<file path="src/rtl/smcmp_pkg.sv">
package smcmp_pkg;
   typedef enum logic [1:0] {
      TGT_OFF   = 2'b00,
      TGT_SELF  = 2'b01,
      TGT_LATCH = 2'b10,
      TGT_RSVD  = 2'b11
   } tgt_mode_e;

   typedef enum logic [1:0] {
      ST_REST,
      ST_PKP,
      ST_OPER,
      ST_DRP
   } tmr_state_e;
endpackage

</file>
<file path="src/rtl/smcmp_arith.sv">
module smcmp_arith #(
   parameter int MAG_W = 7,
   localparam int ACC_W = MAG_W + 2
) (
   input  logic                    clk,
   input  logic                    rst_n,
   input  logic [MAG_W:0]          op_a,
   input  logic [MAG_W:0]          op_b,
   input  logic                    sub_sel,
   output logic signed [ACC_W-1:0] res_q,
   output logic [MAG_W:0]          res_sm
);
   localparam logic [ACC_W-1:0] OUT_MAX = ACC_W'((1 << MAG_W) - 1);

   logic signed [ACC_W-1:0] val_a, val_b, comb;
   logic [ACC_W-1:0]        mag;

   always_comb begin
      val_a = $signed({2'b00, op_a[MAG_W-1:0]});
      val_b = $signed({2'b00, op_b[MAG_W-1:0]});
      if (op_a[MAG_W]) val_a = -val_a;
      if (op_b[MAG_W]) val_b = -val_b;
      comb = sub_sel ? (val_a - val_b) : (val_a + val_b);
   end

   always_ff @(posedge clk) begin
      if (!rst_n) res_q <= '0;
      else        res_q <= comb;
   end

   always_comb begin
      mag = res_q[ACC_W-1] ? ACC_W'(-res_q) : ACC_W'(res_q);
      if (mag > OUT_MAX) mag = OUT_MAX;
      res_sm = {res_q[ACC_W-1], mag[MAG_W-1:0]};
   end
endmodule

</file>
<file path="src/rtl/smcmp_level.sv">
module smcmp_level #(
   parameter int ACC_W = 9,
   localparam int CMP_W = ACC_W + 2
) (
   input  logic signed [ACC_W-1:0] res,
   input  logic                    cfg_abs,
   input  logic                    cfg_under,
   input  logic [ACC_W-1:0]        cfg_thresh,
   input  logic [ACC_W-2:0]        cfg_hyst,
   output logic                    pu_cond,
   output logic                    do_cond
);
   logic signed [CMP_W-1:0] eff, thr, hys, lo_lvl, hi_lvl;

   always_comb begin
      eff = CMP_W'(res);
      if (cfg_abs && eff < 0) eff = -eff;
      thr    = CMP_W'($signed(cfg_thresh));
      hys    = $signed({3'b000, cfg_hyst});
      lo_lvl = thr - hys;
      hi_lvl = thr + hys;
      if (cfg_under) begin
         pu_cond = eff < thr;
         do_cond = eff > hi_lvl;
      end else begin
         pu_cond = eff > thr;
         do_cond = eff < lo_lvl;
      end
   end
endmodule

</file>
<file path="src/rtl/smcmp_timer.sv">
module smcmp_timer
   import smcmp_pkg::*;
#(
   parameter int DLY_W = 16
) (
   input  logic             clk,
   input  logic             rst_n,
   input  logic             blk,
   input  logic             tick,
   input  logic             pu_cond,
   input  logic             do_cond,
   input  logic [DLY_W-1:0] pkp_dly,
   input  logic [DLY_W-1:0] drp_dly,
   output logic             operate
);
   tmr_state_e       st;
   logic [DLY_W-1:0] cnt;
   logic [DLY_W-1:0] cnt_nx;

   assign cnt_nx  = cnt + 1'b1;
   assign operate = (st == ST_OPER) || (st == ST_DRP);

   always_ff @(posedge clk) begin
      if (!rst_n || blk) begin
         st  <= ST_REST;
         cnt <= '0;
      end else begin
         unique case (st)
            ST_REST: begin
               cnt <= '0;
               if (pu_cond) st <= (pkp_dly == '0) ? ST_OPER : ST_PKP;
            end
            ST_PKP: begin
               if (!pu_cond) begin
                  st  <= ST_REST;
                  cnt <= '0;
               end else if (tick) begin
                  if (cnt_nx >= pkp_dly) begin
                     st  <= ST_OPER;
                     cnt <= '0;
                  end else cnt <= cnt_nx;
               end
            end
            ST_OPER: begin
               cnt <= '0;
               if (do_cond) st <= (drp_dly == '0) ? ST_REST : ST_DRP;
            end
            ST_DRP: begin
               if (!do_cond) begin
                  st  <= ST_OPER;
                  cnt <= '0;
               end else if (tick) begin
                  if (cnt_nx >= drp_dly) begin
                     st  <= ST_REST;
                     cnt <= '0;
                  end else cnt <= cnt_nx;
               end
            end
            default: begin
               st  <= ST_REST;
               cnt <= '0;
            end
         endcase
      end
   end
endmodule

</file>
<file path="src/rtl/smcmp_top.sv">
module smcmp_top
   import smcmp_pkg::*;
#(
   parameter int MAG_W = 7,
   parameter int DLY_W = 16,
   localparam int ACC_W = MAG_W + 2
) (
   input  logic             clk,
   input  logic             rst_n,
   input  logic [MAG_W:0]   op_a,
   input  logic [MAG_W:0]   op_b,
   input  logic             sub_sel,
   input  logic             cfg_abs,
   input  logic             cfg_under,
   input  logic [ACC_W-1:0] cfg_thresh,
   input  logic [ACC_W-2:0] cfg_hyst,
   input  logic [DLY_W-1:0] cfg_pkp_dly,
   input  logic [DLY_W-1:0] cfg_drp_dly,
   input  logic [1:0]       cfg_target,
   input  logic             tick,
   input  logic             blk,
   input  logic             latch_clr,
   output logic [MAG_W:0]   result_sm,
   output logic             operate,
   output logic             target
);
   generate
      if (MAG_W < 2 || MAG_W > 15) begin : g_bad_mag
         $error("smcmp_top: MAG_W out of range");
      end
      if (DLY_W < 1 || DLY_W > 32) begin : g_bad_dly
         $error("smcmp_top: DLY_W out of range");
      end
   endgenerate

   logic signed [ACC_W-1:0] res_q;
   logic                    pu_cond, do_cond;
   logic                    lat_q;
   tgt_mode_e               tmode;

   assign tmode = tgt_mode_e'(cfg_target);

   smcmp_arith #(.MAG_W(MAG_W)) u_arith (
      .clk(clk), .rst_n(rst_n), .op_a(op_a), .op_b(op_b), .sub_sel(sub_sel),
      .res_q(res_q), .res_sm(result_sm)
   );

   smcmp_level #(.ACC_W(ACC_W)) u_level (
      .res(res_q), .cfg_abs(cfg_abs), .cfg_under(cfg_under),
      .cfg_thresh(cfg_thresh), .cfg_hyst(cfg_hyst),
      .pu_cond(pu_cond), .do_cond(do_cond)
   );

   smcmp_timer #(.DLY_W(DLY_W)) u_timer (
      .clk(clk), .rst_n(rst_n), .blk(blk), .tick(tick),
      .pu_cond(pu_cond), .do_cond(do_cond),
      .pkp_dly(cfg_pkp_dly), .drp_dly(cfg_drp_dly), .operate(operate)
   );

   always_ff @(posedge clk) begin
      if (!rst_n || tmode != TGT_LATCH) lat_q <= 1'b0;
      else if (latch_clr)              lat_q <= 1'b0;
      else                             lat_q <= lat_q | operate;
   end

   always_comb begin
      unique case (tmode)
         TGT_SELF:  target = operate;
         TGT_LATCH: target = operate | lat_q;
         default:   target = 1'b0;
      endcase
   end
endmodule

</file>
<file path="config.mk">
export PLATFORM = sky130hd
export DESIGN_NAME = smcmp_top
export DESIGN_NICKNAME = d
export VERILOG_FILES = /design/src/rtl/smcmp_pkg.sv /design/src/rtl/smcmp_arith.sv /design/src/rtl/smcmp_level.sv /design/src/rtl/smcmp_timer.sv /design/src/rtl/smcmp_top.sv
export SDC_FILE = /design/constraint.sdc
export NUM_CORES = 1
export LEC_CHECK = 0
export ABC_AREA = 0
export ABC_CLOCK_PERIOD_IN_PS = 6700
export BUFFER_PORTS_ARGS = -buffer_cell sky130_fd_sc_hd__buf_2
export CORE_UTILIZATION = 63
export DETAILED_ROUTE_END_ITERATION = 10
export PLACE_DENSITY_LB_ADDON = 0.15
export SLEW_MARGIN = 10
export SYNTH_ARGS = -nofsm -noshare
export SYNTH_HDL_FRONTEND = slang
export SYNTH_SLANG_ARGS = --single-unit
</file>
<file path="constraint.sdc">
create_clock -name clk -period 6.7 [get_ports clk]
set_clock_uncertainty 0.2 [all_clocks]
set_input_delay 0.67 -clock clk [delete_from_list [all_inputs] [get_ports clk]]
set_output_delay 0.67 -clock clk [all_outputs]
set_load 0.05 [all_outputs]
</file>
==> results.txt <==
- Outcome: completed
- Clk buf depth: 2
- Most frequent cells after synthesis: sky130_fd_sc_hd__ha_1 (92), sky130_fd_sc_hd__inv_1 (91), sky130_fd_sc_hd__nand2_1 (61)
* Effective utilization at floorplan: 66.1%
- The initial antenna violation count is 0.
- Clock tree synthesis found a total of 28 sinks.
* Maximum Capacitance Violations: 0
- A synthesized cell averages between 7 and 8 sq um.
* Fillcell total: 600
- After synthesis the netlist holds a flip-flop and latch count of 28.
- Final max-slew violation count: 0
- After detailed routing, the number of remaining DRC violations is 0.
- After detailed routing, the number of vias per cell comes to 5.95.
* Highest attainable clock frequency: about 190 MHz
* Sort of element at the start of the critical path: input port
- Placed cell count: 833
- STA puts the critical path data required time at 6.71 ns.
* Seq/Total Area, Yosys: 11.5%
- When the netlist entered floorplanning its net count stood at 837.
- Post-route core utilization: between 70% and 80%
* Final setup violation count: 0
- CP Data Arrival Time: 5.21 ns
* Primary FF master, synth: sky130_fd_sc_hd__dfxtp_1
- Count of cells along the worst register-to-register path: 17
* Sequence of cells on the critical path: buf_2 -> ha_1 -> fa_1 -> a21oi_1 -> nor2_1 -> nor2_1 -> o21bai_1 -> a21oi_1 -> o21bai_1 -> a21oi_1 -> xnor2_1 -> ha_1 -> nand3_1 -> o21bai_1 -> a21oi_1 -> a21oi_1 -> o31ai_1 -> o211ai_1 -> o21ai_1 -> nand2_1 -> o22ai_1
- Crit Path Class: input port to register
- Counting flops with a built-in enable in the synthesized netlist gives 0.
- The finished layout holds 837 standard cells, fillers aside.
- Headroom to the max-slew limit came out at between 40% and 50%.
* Hold buffer count at cts: 0
- Startpoint of the lowest-slack register-to-register path: u_arith.res_q[0]
- Detail-routed net length per standard cell: 14.4 um
* Max stage delay on crit path: approximately 0.57 ns
- Slew of the pin with the lowest slew margin: approximately 0.8 ns
- The routed design could run at a clock period as short as 5.20 ns.
- Relative to the synthesized area, the layout overhead comes to 11.2%.
* Worst min-delay path endpoint: lat_q
- Global routing finished with a remaining overflow of 0.
- Largest area contributor in the netlist: sky130_fd_sc_hd__ha_1
- Kind of path behind the tightest hold check: register to register
* Vias in the first global route: between 4000 and 5000
- TritonCTS built the clock tree.
- STA classifies the critical path endpoint as a register.
- Routability-driven placement finished with a final weighted congestion of 0.883.
- Critical-path cell with the highest stage delay: sky130_fd_sc_hd__o21ai_1
- From bottom edge to top edge, the die measures 89.9 um.
* Asr flop ratio synth: 0%
- Placeable core region: 0.00737 sq mm
* Clock buffer count from CTS: 3
* Sequential cell area: 561 sq um
- Global routing usage summed across all routing layers: 29.9%
- Clock-pin transition on the worst setup and hold timing paths: between 0.1 and 0.15 ns
- Detailed placement finished with a half-perimeter wire length of 10200 um.
- For this block, the routed nets add up to 12000 um of wire.
- The net count of the finished layout is 909.
- Count of final hold-check violations: 0
- Unrepaired setup endpoints after global routing: no
- The final route contains 4984 vias.
- Start point of the worst min-delay path: lat_q
- Largest cells by area after synthesis: sky130_fd_sc_hd__ha_1 (24%), sky130_fd_sc_hd__dfxtp_1 (12%), sky130_fd_sc_hd__inv_1 (7.0%)
* Final clock period utilization by the worst path: 77.6%
- Die Footprint: 0.00809 sq mm
- Num ports: 85
- Total Negative Setup Slacks: 0 ns
* Setup slack, reg-to-reg: 1.63 ns
* Port-buffer cells: 84
* ANT cells: 0
- Clock latency on the worst-skew pair, taken at its later pin, is 0.28 ns.
- Lkg Pwr: 2.72 nW
- In this run the number of H-tree levels came out at 1.
- The worst register-to-register path ends at u_timer.cnt[7].
- Number of different library cells in the post-synthesis netlist: 63
* Most frequent cell on the critical path: sky130_fd_sc_hd__a21oi_1
- By instance count, the leading cell after synthesis is sky130_fd_sc_hd__ha_1.
* Number of detailed-route iterations in the first pass: 5
* Fraction of synthesized cell area taken by the top area cell type: 23.6%
- The mapped netlist covers 0.00487 sq mm.
- Counting both buffers and inverters, the worst setup path holds a total of 1.
- Number of cells on the worst hold path: 2
- Once the clock tree was built, the resizer swapped 0 gates to a different size.
- Buffers added to address setup during post-CTS repair amount to 0.
- The post-route netlist has 13.4% of its cells at a drive strength greater than 1.
* Crit Path Max Fanout: 11
* DRT antenna net count: 0
- Clock root buffer master: sky130_fd_sc_hd__clkbuf_8
* Synthesized instance count: 667
- Power Dens Cells: 177 mW/mm^2
* Number of core rows: 31
- First-pass GRT wire length: between 20000 and 25000 um
- Kind of cell adding the most delay to the critical path: compound AO/OA/AOI/OAI gates
- Summing all multi-input logic gate instances after layout gives 0.00389 sq mm.
* Maximum vdd drop: ~0.20 mV
- Initial DRC Count: 237
* Chip Width: 89.9 um
* Count of yosys warnings during synthesis: 0
- Pin count of the biggest net entering global routing: 18
routing by layer:
metal | global-route usage, % | wire, um | part of all wire (%)
met5 | 0 | 0 | 0
met4 | 8.74 | 205 | 1.7
met3 | 2.03 | 533 | 4.4
met2 | 55.6 | 5950 | 49
met1 | 36.6 | 5340 | 44
power by group:
part | total (mW) | leakage, nW | switching (mW) | internal (mW)
combinational | 0.621 | 2.46 | 0.387 | 0.234
clock | 0.135 | 0.0357 | 0.0548 | 0.0801
sequential | 0.204 | 0.228 | 0.0236 | 0.181
cell usage in the layout (no fill, tap or decap), types with 12 or more instances in the layout:
| cell | netlist | final |
|---|---|---|
| sky130_fd_sc_hd__ha_1 | 92 | 92 |
| sky130_fd_sc_hd__o21ai_0 | 27 | 27 |
| sky130_fd_sc_hd__inv_1 | 91 | 91 |
| sky130_fd_sc_hd__buf_2 | 3 | 84 |
| sky130_fd_sc_hd__nand3_1 | 20 | 20 |
| sky130_fd_sc_hd__nand2b_1 | 20 | 20 |
| sky130_fd_sc_hd__nand2_1 | 61 | 61 |
| sky130_fd_sc_hd__nor2b_1 | 14 | 14 |
| sky130_fd_sc_hd__nor2_1 | 33 | 33 |
| sky130_fd_sc_hd__a21oi_1 | 47 | 47 |
| sky130_fd_sc_hd__dfxtp_1 | 28 | 28 |
| sky130_fd_sc_hd__xnor2_1 | 37 | 37 |
| sky130_fd_sc_hd__xor2_1 | 14 | 14 |
| sky130_fd_sc_hd__a21o_1 | 14 | 14 |
| sky130_fd_sc_hd__nor3_1 | 12 | 12 |
sequential cells by signal (all words and copies together), names as in the netlist:
register / count
u_arith.res_q: 9
u_timer.st: 2
u_timer.cnt: 16
lat_q: 1
tightest hold or removal path, delay by kind of cell (launching register included):
family           cells  cell delay, ns
DFF                  1            0.33
and+or+nand+nor      2            0.13
area by class of cell:
cell class | count | share of cell area (%)
Clock inverter | 1 | 0.555
Tap cell | 99 | 2.29
Multi-Input combinational cell | 530 | 71.8
Sequential cell | 28 | 10.4
Timing Repair Buffer | 85 | 7.90
Inverter | 91 | 6.31
Clock buffer | 3 | 0.762
metrics by stage:
stage / total power [mW] / hold slack (ns) / area (sq um) / setup WS (ns)
global route: 1.04 / 0.320 / 5420 / 1.12
global placement: 0.797 / 0.269 / 5340 / 1.52
floorplan: 0.671 / 0.257 / 4870 / 2.37
CTS: 0.958 / 0.289 / 5420 / 1.58
detailed placement: 0.821 / 0.273 / 5340 / 1.29
finish: 0.960 / 0.289 / 5420 / 1.50
worst max path at each step:
stage / startpoint / to / slack [ns] / depth (start not counted)
detailed placement: cfg_thresh[0] / u_timer.cnt[2] / 1.29 / 21
finish: cfg_thresh[0] / u_timer.cnt[7] / 1.50 / 21
floorplan: cfg_hyst[2] / u_timer.cnt[12] / 2.37 / 23
global placement: cfg_thresh[0] / u_timer.cnt[8] / 1.52 / 21
CTS: cfg_thresh[0] / u_timer.cnt[2] / 1.58 / 21
global route: cfg_thresh[0] / u_timer.cnt[7] / 1.12 / 21
kinds of logic (layout without fill, tap and decap cells):
| logic type | count (synthesis) | in the layout | share of synthesized area, % |
|---|---|---|---|
| simple gates | 216 | 216 | 23.0 |
| buf+inv | 109 | 180 | 8.63 |
| mux | 3 | 3 | 0.642 |
| compound gates | 164 | 164 | 21.9 |
| fa+ha+maj | 95 | 95 | 24.9 |
| xor+xnor | 52 | 52 | 9.50 |
| flops | 28 | 28 | 11.5 |
Power figures use the tool's default switching activity.
